`config.mk`:
```
export PLATFORM = sky130hd
export DESIGN_NAME = sm_rd_strobe_gen
export DESIGN_NICKNAME = d
export VERILOG_FILES = /design/src/rtl/sm_rd_strobe_gen.sv
export SDC_FILE = /design/constraint.sdc
export NUM_CORES = 1
export LEC_CHECK = 0
export BUFFER_PORTS_ARGS = -buffer_cell sky130_fd_sc_hd__buf_2
export CORE_MARGIN = 2
export CORE_UTILIZATION = 30
export CTS_CLUSTER_DIAMETER = 80
export CTS_CLUSTER_SIZE = 24
export DETAILED_ROUTE_END_ITERATION = 10
export PLACE_DENSITY = 0.45
export SYNTH_ARGS = -nofsm -noshare
export SYNTH_HDL_FRONTEND = slang
export SYNTH_SLANG_ARGS = --single-unit
```
`constraint.sdc`:
```
create_clock -name clk -period 5.55 [get_ports clk]
set_input_delay 0.2775 -clock clk [delete_from_list [all_inputs] [get_ports clk]]
set_output_delay 0.2775 -clock clk [all_outputs]
set_load 0.005 [all_outputs]
```
`src/rtl/sm_rd_strobe_gen.sv`:
```
module sm_rd_strobe_gen #(
  parameter int SET_W = 6,
  parameter int PUL_W = 7,
  parameter int CYC_W = 9,
  parameter int CYC_LOW_W = 7,
  parameter int CNT_W = 11
) (
  input  logic             clk,
  input  logic             rst_n,
  input  logic             start,
  input  logic [SET_W-1:0] rd_setup_code,
  input  logic [PUL_W-1:0] rd_pulse_code,
  input  logic [SET_W-1:0] cs_setup_code,
  input  logic [PUL_W-1:0] cs_pulse_code,
  input  logic [CYC_W-1:0] cycle_code,
  output logic             busy,
  output logic             done,
  output logic             rd_n,
  output logic             cs_n
);
  localparam int SET_LOW_W = SET_W - 1;
  localparam int PUL_LOW_W = PUL_W - 1;
  localparam int SET_HI_WT = 4 << SET_LOW_W;
  localparam int PUL_HI_WT = 4 << PUL_LOW_W;
  localparam int CYC_HI_WT = 2 << CYC_LOW_W;

  typedef logic [CNT_W-1:0] cnt_t;

  function automatic cnt_t dec_setup(input logic [SET_W-1:0] c);
    return cnt_t'(c[SET_LOW_W-1:0]) + (c[SET_W-1] ? cnt_t'(SET_HI_WT) : '0);
  endfunction

  function automatic cnt_t dec_pulse(input logic [PUL_W-1:0] c);
    return cnt_t'(c[PUL_LOW_W-1:0]) + (c[PUL_W-1] ? cnt_t'(PUL_HI_WT) : '0);
  endfunction

  function automatic cnt_t dec_cycle(input logic [CYC_W-1:0] c);
    return cnt_t'(c[CYC_LOW_W-1:0]) + cnt_t'(c[CYC_W-1:CYC_LOW_W]) * cnt_t'(CYC_HI_WT);
  endfunction

  cnt_t cnt, cyc_q, rd_s_q, rd_e_q, cs_s_q, cs_e_q;
  logic accept, last;

  assign accept = start && !busy;
  assign last   = busy && ((cnt + cnt_t'(1)) >= cyc_q);
  assign done   = last;
  assign rd_n   = !(busy && cnt >= rd_s_q && cnt < rd_e_q);
  assign cs_n   = !(busy && cnt >= cs_s_q && cnt < cs_e_q);

  always_ff @(posedge clk or negedge rst_n) begin
    if (!rst_n) begin
      busy   <= 1'b0;
      cnt    <= '0;
      cyc_q  <= '0;
      rd_s_q <= '0;
      rd_e_q <= '0;
      cs_s_q <= '0;
      cs_e_q <= '0;
    end else if (accept) begin
      busy   <= 1'b1;
      cnt    <= '0;
      cyc_q  <= dec_cycle(cycle_code);
      rd_s_q <= dec_setup(rd_setup_code);
      rd_e_q <= dec_setup(rd_setup_code) + dec_pulse(rd_pulse_code);
      cs_s_q <= dec_setup(cs_setup_code);
      cs_e_q <= dec_setup(cs_setup_code) + dec_pulse(cs_pulse_code);
    end else if (busy) begin
      if (last) busy <= 1'b0;
      else      cnt  <= cnt + cnt_t'(1);
    end
  end

  p_idle_high_r11: assert property (@(posedge clk) disable iff (!rst_n)
    !busy |-> (rd_n && cs_n && !done));
  p_done_ends_r6: assert property (@(posedge clk) disable iff (!rst_n)
    done |=> !busy);
  p_start_ignored_r9: assert property (@(posedge clk) disable iff (!rst_n)
    (busy && !done) |=> (busy && cnt == $past(cnt) + cnt_t'(1)));
  p_fields_held_r10: assert property (@(posedge clk) disable iff (!rst_n)
    (busy && !done) |=> ($stable(cyc_q) && $stable(rd_s_q) && $stable(rd_e_q)
                         && $stable(cs_s_q) && $stable(cs_e_q)));
  p_no_overrun_r7: assert property (@(posedge clk) disable iff (!rst_n)
    busy |-> (cnt < cyc_q || cnt == '0));
  p_zero_pulse_r8: assert property (@(posedge clk) disable iff (!rst_n)
    (busy && rd_e_q == rd_s_q) |-> rd_n);
endmodule

```
==> impl_metrics.py, run 1 <==
metrics = {
    "power_and_ir_drop": {
        "power_leakage_nw": 1.953,
        "power.share.clock_pct": 19.8,
        "power_frac_seq_pct": 33.5,
        "switching_share_pct": 40.93,
        "power.internal_mw": 1.177,
        "ratio_of_total_power_to_cell_area_mw_per_mm2": 506.2,
        "total_power_mw": 1.993,
        "power.combinational.fraction_pct": 46.7,
        "ir_worst_vdd_mv": 0.2884,
        "switchingPower_uw": 815.5,
    },
    "setup_path": {
        "endpoint": "done",
        "critical_path_peak_fanout": 16,
        "setup.worst_path.end_class": "output pin",
        "critical_path.startpoint": "cnt[1]$_DFFE_PN0P_",
        "regToRegEndpoint": "cnt[6]$_DFFE_PN0P_",
        "r2r.worst_path.cells": 10,
        "r2r-start": "cnt[1]$_DFFE_PN0P_",
        "crit_required_ns": 5.27,
        "critPathKind": "reg2out",
        "timing.critical_path.arrival_ns": 3.43,
        "worst-r2r-setup-slack_ns": 2.24,
        "setup.worst_path.start_class": "flip-flop",
    },
    "finish": {
        "drive_above_1_share_pct": 13.60,
        "final_util_pct": 34.77,
        "area_growth_pct": 14.40,
        "number_of_diodes_added_for_antenna_fixing": 0,
        "final.fill_count": 1191,
        "nNetsFinal": 504,
    },
    "synth": {
        "synth_edf_count": 0,
        "synthSimpleGateAreaFrac_pct": 16.25,
        "synth_compound_gate_area_share_pct": 17.31,
        "synth_cells": 387,
        "synth-async-reset-ratio_pct": 100.0,
        "synthXorXnorAreaFrac_pct": 3.818,
        "netlist_area_mm2": 0.003441,
        "synth_top_cell_by_area": "dfrtp_1",
        "number_of_different_library_cells_in_the_post_synthesis_netlist": 49,
        "synthMuxAreaShare_pct": 1.455,
        "synth_common_cells": "nand2_1, dfrtp_1, ha_1",
        "yosysWarningCount": 0,
        "postSynthRegisterBits": 49,
        "synthesized_area_fraction_occupied_by_adder_cells_pct": 17.89,
        "synth_top_family_by_area": "adder cells",
        "synth_sequential_area_ratio_pct": 35.64,
        "postSynthNetCount": 473,
        "synth.area.top_cells": "dfrtp_1, ha_1, nand2_1",
        "dominantRegCellSynth": "dfrtp_1",
        "avgSynthCellArea_um2": 8.891,
        "yosysTopAreaCellShare_pct": 35.64,
        "yosys.cell_count.top_type": "nand2_1",
    },
    "route": {
        "route.final.wire_length_mm": 7.701,
        "drt_pre_antenna_iters": 4,
        "vias_per_cell": 4.694,
        "drc_errors": 0,
        "detail_route.iter0.violations": 82,
        "routed-via-count": 2638,
        "postRouteAntennaNets": 0,
        "avgRoutedWirePerCell_um": 13.70,
    },
    "placement": {
        "detailed_place_hpwl_mm": 5.724,
        "finalWeightedCongestion": 0.7386,
        "io_buffers": 41,
        "dpl_worst_slack_ns": 2.120,
    },
    "clocking": {
        "post_cts_buffers": 0,
        "clock_tree_from_tritoncts": "yes",
        "cts_htree_levels": 2,
        "ctsRootBufferMaster": "clkbuf_16",
        "cts-hold-fix-buffers": 0,
        "num_clock_sinks": 49,
        "max-clock-path-buffers": 2,
        "numCtsBuffers": 5,
        "cts_resized": 0,
        "insertion_delay_ns": 0.29,
        "cts.reportedPaths.clkPinSlew_ns": 0.07,
    },
    "grt": {
        "grt_first_pass_wirelength_mm": 13.05,
        "globalRoute.totalOverflow": 0,
        "maximum_number_of_pins_on_one_net_before_global_route_repair": 54,
        "grt_antenna_before_repair": 0,
        "track_usage_pct": 13.09,
        "number_of_global_route_vias_before_repair": 2616,
    },
    "floorplan": {
        "io-pin-count": 42,
        "die_width_um": 111.1,
        "initial_utilization_pct": 30.39,
        "core_area_mm2": 0.01132,
        "floorplan.die.height_um": 111.1,
        "num_rows": 39,
        "fp.dieArea_mm2": 0.01234,
    },
    "timing": {
        "timing.setup.tns_ns": 0,
        "fin_worst_skew_ns": 0.007832,
        "setup_viol": 0,
        "max_slew_violation_count": 0,
        "final.min_clock_period_ns": 3.704,
        "setup_repair_after_global_routing_missed_its_margin": "false",
        "worst-slew-pin-transition_ns": 1.077,
        "worst_slack_ns": 1.846,
        "slew_headroom_pct": 28.05,
        "fmax_mhz": 269.9,
        "post-route-period-util_pct": 66.75,
        "number_of_hold_violations_in_the_final_report": 0,
    },
    "job": {
        "maxCapViolations": 0,
    },
    "min_path": {
        "hold_path_class": "in2async",
    },
    "outcome": {
        "status": "complete, no violations",
    },
}
[through the flow]
stage	cell area (um^2)	std cells	hold WS (ns)
6_report	3936	562	0.08979
5_1_grt	3936	562	0.1671
3_3_place_gp	3746	554	0.4399
4_1_cts	3936	562	0.1285
2_1_floorplan	3441	387	-0.01809
3_5_place_dp	3746	554	0.4429
[worst min-delay path by stage]
stage | end | cells past startpoint | start | slack (ns)
floorplan | busy$_DFF_PN0_ | 0 | rst_n | -0.02
finish | cyc_q[5]$_DFFE_PN0P_ | 2 | rst_n | 0.09
global placement | cyc_q[5]$_DFFE_PN0P_ | 2 | rst_n | 0.44
global route | cyc_q[5]$_DFFE_PN0P_ | 2 | rst_n | 0.17
detailed placement | cyc_q[5]$_DFFE_PN0P_ | 2 | rst_n | 0.44
CTS | cyc_q[5]$_DFFE_PN0P_ | 2 | rst_n | 0.13
[metal layers]
metal	share of wire, %	wire length (um)	vias to the layer above	track usage [%]
met5	0	0	-	0
met4	0.99	76	0	3.457
met3	2.9	222	4	2.296
met2	45	3429	41	20.82
met1	52	3973	1206	18.45
li1	-	-	1387	-
[layout by cell type (no fill, tap or decap), types with 4 or more instances in the layout]
master / n
ha_1: 46
clkbuf_16: 5
nor2_1: 7
nand2_1: 61
a21o_1: 5
xnor2_1: 11
dfrtp_1: 49
a21oi_1: 12
nor2b_1: 5
nor3_1: 6
xor2_1: 4
and2_1: 5
buf_2: 41
o21ai_0: 38
nand3_1: 8
mux2i_1: 5
nand2b_1: 5
inv_1: 45
[sequential cells by signal (all words and copies together) (netlist names)]
name and cells:
busy 1, cnt 11, cs_e_q 9, cs_s_q 5
cyc_q 9, rd_e_q 9, rd_s_q 5
[cell families (layout without fill, tap and decap cells)]
kind of cell,count (synthesis),in the layout
and+or+nand+nor,115,115
AOI/OAI and AO/OA,92,92
buffers and inverters,63,95
DFF,49,49
adders and majority gates,48,48
xor gates and xnor gates,15,15
muxes,5,5
[critical path, stage by stage, from the launching register on]
cell and delay, ns:
dfrtp_1 0.51, ha_1 0.31, and4_1 0.28, and4_1 0.26
xor2_1 0.16, ha_1 0.27, o21ai_0 0.38, nor2_1 0.11
a22oi_2 0.24, o211ai_4 0.24, and2_1 0.25, buf_2 0.12
[cell type report]
cell class | instances | area [um^2] | share of cell area [%]
Clock buffer | 5 | 125.1 | 3.179
Clock inverter | 3 | 65.06 | 1.653
Inverter | 45 | 168.9 | 4.291
Multi-Input combinational cell | 275 | 1959 | 49.78
Sequential cell | 49 | 1226 | 31.15
Tap cell | 143 | 178.9 | 4.545
Timing Repair Buffer | 42 | 212.7 | 5.404
[power groups by stage]
stage | logic [mW] | clock network (mW) | registers [mW]
floorplan | 0.782 | 0 | 0.597
global placement | 0.931 | 0 | 0.672
detailed placement | 0.945 | 0 | 0.676
CTS | 0.951 | 0.409 | 0.670
global route | 1.07 | 0.426 | 0.693
finish | 0.931 | 0.395 | 0.667
Note: power is estimated with default switching activity, not from simulation.
==> run 2: changes to the inputs <==
--- a/config.mk
+++ b/config.mk
@@ -5,13 +5,14 @@
 export SDC_FILE = /design/constraint.sdc
 export NUM_CORES = 1
 export LEC_CHECK = 0
+export ABC_AREA = 1
 export BUFFER_PORTS_ARGS = -buffer_cell sky130_fd_sc_hd__buf_2
 export CORE_MARGIN = 2
 export CORE_UTILIZATION = 30
 export CTS_CLUSTER_DIAMETER = 80
 export CTS_CLUSTER_SIZE = 24
 export DETAILED_ROUTE_END_ITERATION = 10
-export PLACE_DENSITY = 0.45
+export PLACE_DENSITY = 0.46
 export SYNTH_ARGS = -nofsm -noshare
 export SYNTH_HDL_FRONTEND = slang
 export SYNTH_SLANG_ARGS = --single-unit
==> constraint.sdc (replaced) <==
create_clock -name clk -period 3.3 [get_ports clk]
set_input_delay 0.165 -clock clk [delete_from_list [all_inputs] [get_ports clk]]
set_output_delay 0.165 -clock clk [all_outputs]
set_load 0.005 [all_outputs]
==> run 2 against run 1 <==
Against the previous run: non-clock buffer count up 3; register-to-register slack worse by 1.7 ns; critical endpoint unchanged; final cell count up 8.7%; largest cell class unchanged.
==> impl_metrics.py, run 2 <==
metrics = {
    "clocking": {
        "cts_resized": 0,
        "cts.reportedPaths.clkPinSlew_ns": 0.07,
        "clock_tree_from_tritoncts": "yes",
        "ctsRootBufferMaster": "clkbuf_16",
        "max-clock-path-buffers": 2,
        "num_clock_sinks": 49,
        "cts_htree_levels": 2,
        "numCtsBuffers": 5,
        "insertion_delay_ns": 0.30,
    },
    "synth": {
        "synth_cells": 432,
        "netlist_area_mm2": 0.003381,
        "synth_top_cell_by_area": "dfrtp_1",
        "yosysTopAreaCellShare_pct": 36.27,
        "postSynthNetCount": 518,
        "avgSynthCellArea_um2": 7.826,
        "synth_common_cells": "nand2_1, inv_1, dfrtp_1",
        "postSynthRegisterBits": 49,
        "number_of_different_library_cells_in_the_post_synthesis_netlist": 32,
        "synth_sequential_area_ratio_pct": 36.27,
        "synth-async-reset-ratio_pct": 100.0,
        "synth_edf_count": 0,
        "yosysWarningCount": 0,
        "yosys.cell_count.top_type": "nand2_1",
        "synth.area.top_cells": "dfrtp_1, ha_1, nand2_1",
        "dominantRegCellSynth": "dfrtp_1",
    },
    "timing": {
        "fmax_mhz": 347.6,
        "setup_repair_after_global_routing_missed_its_margin": "false",
        "final.min_clock_period_ns": 2.877,
        "max_slew_violation_count": 0,
        "timing.setup.tns_ns": 0,
        "worst-slew-pin-transition_ns": 0.7873,
        "slew_headroom_pct": 47.19,
        "fin_worst_skew_ns": 0.006795,
        "post-route-period-util_pct": 87.19,
        "number_of_hold_violations_in_the_final_report": 0,
        "setup_viol": 0,
    },
    "finish": {
        "final_util_pct": 35.40,
        "drive_above_1_share_pct": 12.10,
        "area_growth_pct": 14.51,
        "combined_flip_flop_and_latch_cell_area_mm2": 0.001226,
        "final.fill_count": 1169,
        "largest_reg_flops": 11,
        "most-common-layout-cells": "nand2_1, inv_1, dfrtp_1, ha_1, buf_2",
        "regMostFlops": "cnt",
        "nNetsFinal": 557,
        "multi_input_comb_area_mm2": 0.001834,
        "mostFrequentLayoutCell": "nand2_1",
        "number_of_diodes_added_for_antenna_fixing": 0,
        "stdcell_area_mm2": 0.003871,
    },
    "route": {
        "route.final.wire_length_mm": 7.893,
        "drt_pre_antenna_iters": 4,
        "avgRoutedWirePerCell_um": 12.92,
        "vias_per_cell": 4.594,
        "detail_route.iter0.violations": 145,
        "postRouteAntennaNets": 0,
        "routed-via-count": 2807,
        "drc_errors": 0,
    },
    "setup_path": {
        "r2r-start": "cnt[1]$_DFFE_PN0P_",
        "crit_required_ns": 3.13,
        "endpoint": "done",
        "worst-r2r-setup-slack_ns": 0.53,
        "timing.critical_path.arrival_ns": 2.71,
        "critical_path.startpoint": "cnt[1]$_DFFE_PN0P_",
        "r2r.worst_path.cells": 16,
        "setup.worst_path.end_class": "output pin",
        "regToRegEndpoint": "cnt[5]$_DFFE_PN0P_",
        "critPathKind": "reg2out",
        "critical_path_peak_fanout": 12,
        "setup.worst_path.start_class": "flip-flop",
    },
    "floorplan": {
        "initial_utilization_pct": 30.92,
        "floorplan.die.height_um": 110.2,
        "io-pin-count": 42,
        "core_area_mm2": 0.01094,
        "num_rows": 38,
        "fp.dieArea_mm2": 0.01213,
        "die_width_um": 110.2,
    },
    "min_path": {
        "hold_path_class": "in2reg",
        "hold_path_startpoint": "cycle_code[0]",
    },
    "placement": {
        "finalWeightedCongestion": 0.7824,
        "io_buffers": 41,
        "detailed_place_hpwl_mm": 6.029,
        "postPlaceCellArea_mm2": 0.003719,
    },
    "power_and_ir_drop": {
        "power_leakage_nw": 2.094,
        "ratio_of_total_power_to_cell_area_mw_per_mm2": 893.8,
        "ir_worst_vdd_mv": 0.2420,
        "power.internal_mw": 1.904,
        "switching_share_pct": 44.98,
        "power_frac_seq_pct": 31.5,
        "power.combinational.fraction_pct": 53.5,
        "switchingPower_mw": 1.556,
        "power.share.clock_pct": 15.0,
    },
    "grt": {
        "grt_antenna_before_repair": 0,
        "grt_first_pass_wirelength_mm": 13.50,
        "globalRoute.totalOverflow": 0,
        "track_usage_pct": 14.48,
        "number_of_global_route_vias_before_repair": 2782,
        "maximum_number_of_pins_on_one_net_before_global_route_repair": 35,
    },
    "job": {
        "maxCapViolations": 0,
    },
    "outcome": {
        "status": "complete, no violations",
    },
}
[run 2: changes by cell type in the layout (fill, tap and decap cells not counted), moves of 5 or more]
cell	previous run	this run
mux2i_1	5	0
nand2b_1	5	0
nand2_1	61	94
xnor2_1	11	1
a21oi_1	12	18
inv_1	45	65
nor2_1	7	31
nor2b_1	5	0
nand4_1	2	15
nand3_1	8	23
and2_1	5	0
[run 2: per-layer routing]
metal / wire length [um] / vias to the layer above / share of wire [%] / GRT usage (%)
met5: 0 / - / 0 / 0
met4: 123 / 0 / 1.6 / 4.464
met3: 352 / 8 / 4.5 / 2.881
met2: 3401 / 48 / 43 / 22.30
met1: 4016 / 1252 / 51 / 20.44
li1: - / 1499 / - / -
[run 2: cell type report]
class	count	area share (%)
Clock buffer	7	3.685
Inverter	68	6.593
Multi-Input combinational cell	302	47.38
Sequential cell	49	31.67
Tap cell	140	4.525
Timing Repair Buffer	45	6.141
[run 2: worst min path at each step]
stage,endpoint,slack (ns),cells past startpoint
2_1_floorplan,busy$_DFF_PN0_,-0.13,0
3_3_place_gp,cyc_q[1]$_DFFE_PN0P_,0.27,1
3_5_place_dp,cyc_q[1]$_DFFE_PN0P_,0.27,1
4_1_cts,cyc_q[6]$_DFFE_PN0P_,0.07,3
5_1_grt,cyc_q[0]$_DFFE_PN0P_,0.07,3
6_report,cyc_q[0]$_DFFE_PN0P_,0.07,3
[run 2: logic make-up (layout without fill, tap and decap cells)]
kind of cell             Yosys count  after routing  synth area share, %
AO/OA/AOI/OAI                     70             70                11.55
XOR/XNOR                           6              6                1.554
adder cells (fa/ha/maj)           48             48                18.21
buffers and inverters             81            120                9.474
flip-flops                        49             49                36.27
AND/OR/NAND/NOR                  178            178                22.95
[run 2: power groups by stage]
stage	logic, mW	registers, mW	clock network (mW)
after floorplan	1.44	1.01	0
after global placement	1.83	1.10	0
after detailed placement	1.86	1.11	0
after CTS	1.88	1.10	0.531
after global routing	2.19	1.13	0.559
final	1.85	1.09	0.519
[run 2: critical path: stages, from the launching register on]
cell and delay (ns):
dfrtp_1 0.46, ha_1 0.23, nand2_1 0.08, inv_2 0.06, nand2_2 0.06, nor2_2 0.05
nor3_1 0.25, ha_1 0.30, a21o_1 0.18, nor2_1 0.10, nand3_1 0.08, nand2_1 0.06
nand2_1 0.05, nand2_2 0.21, a21oi_1 0.11, buf_2 0.14
[run 2: repair_timing]
action                    CTS  global route
hold buffers                1             0
hold endpoints to repair   30             0
setup buffers               0             0
[run 2: stage by stage]
stage / hold slack, ns / power, mW / worst slack (ns) / instances
after floorplan: -0.1306 / 2.459 / 1.030 / 432
after global placement: 0.2660 / 2.936 / 0.6188 / 603
after detailed placement: 0.2721 / 2.969 / 0.5425 / 603
after CTS: 0.07174 / 3.502 / 0.4142 / 611
after global routing: 0.07473 / 3.876 / 0.1661 / 611
final: 0.06952 / 3.460 / 0.4229 / 611
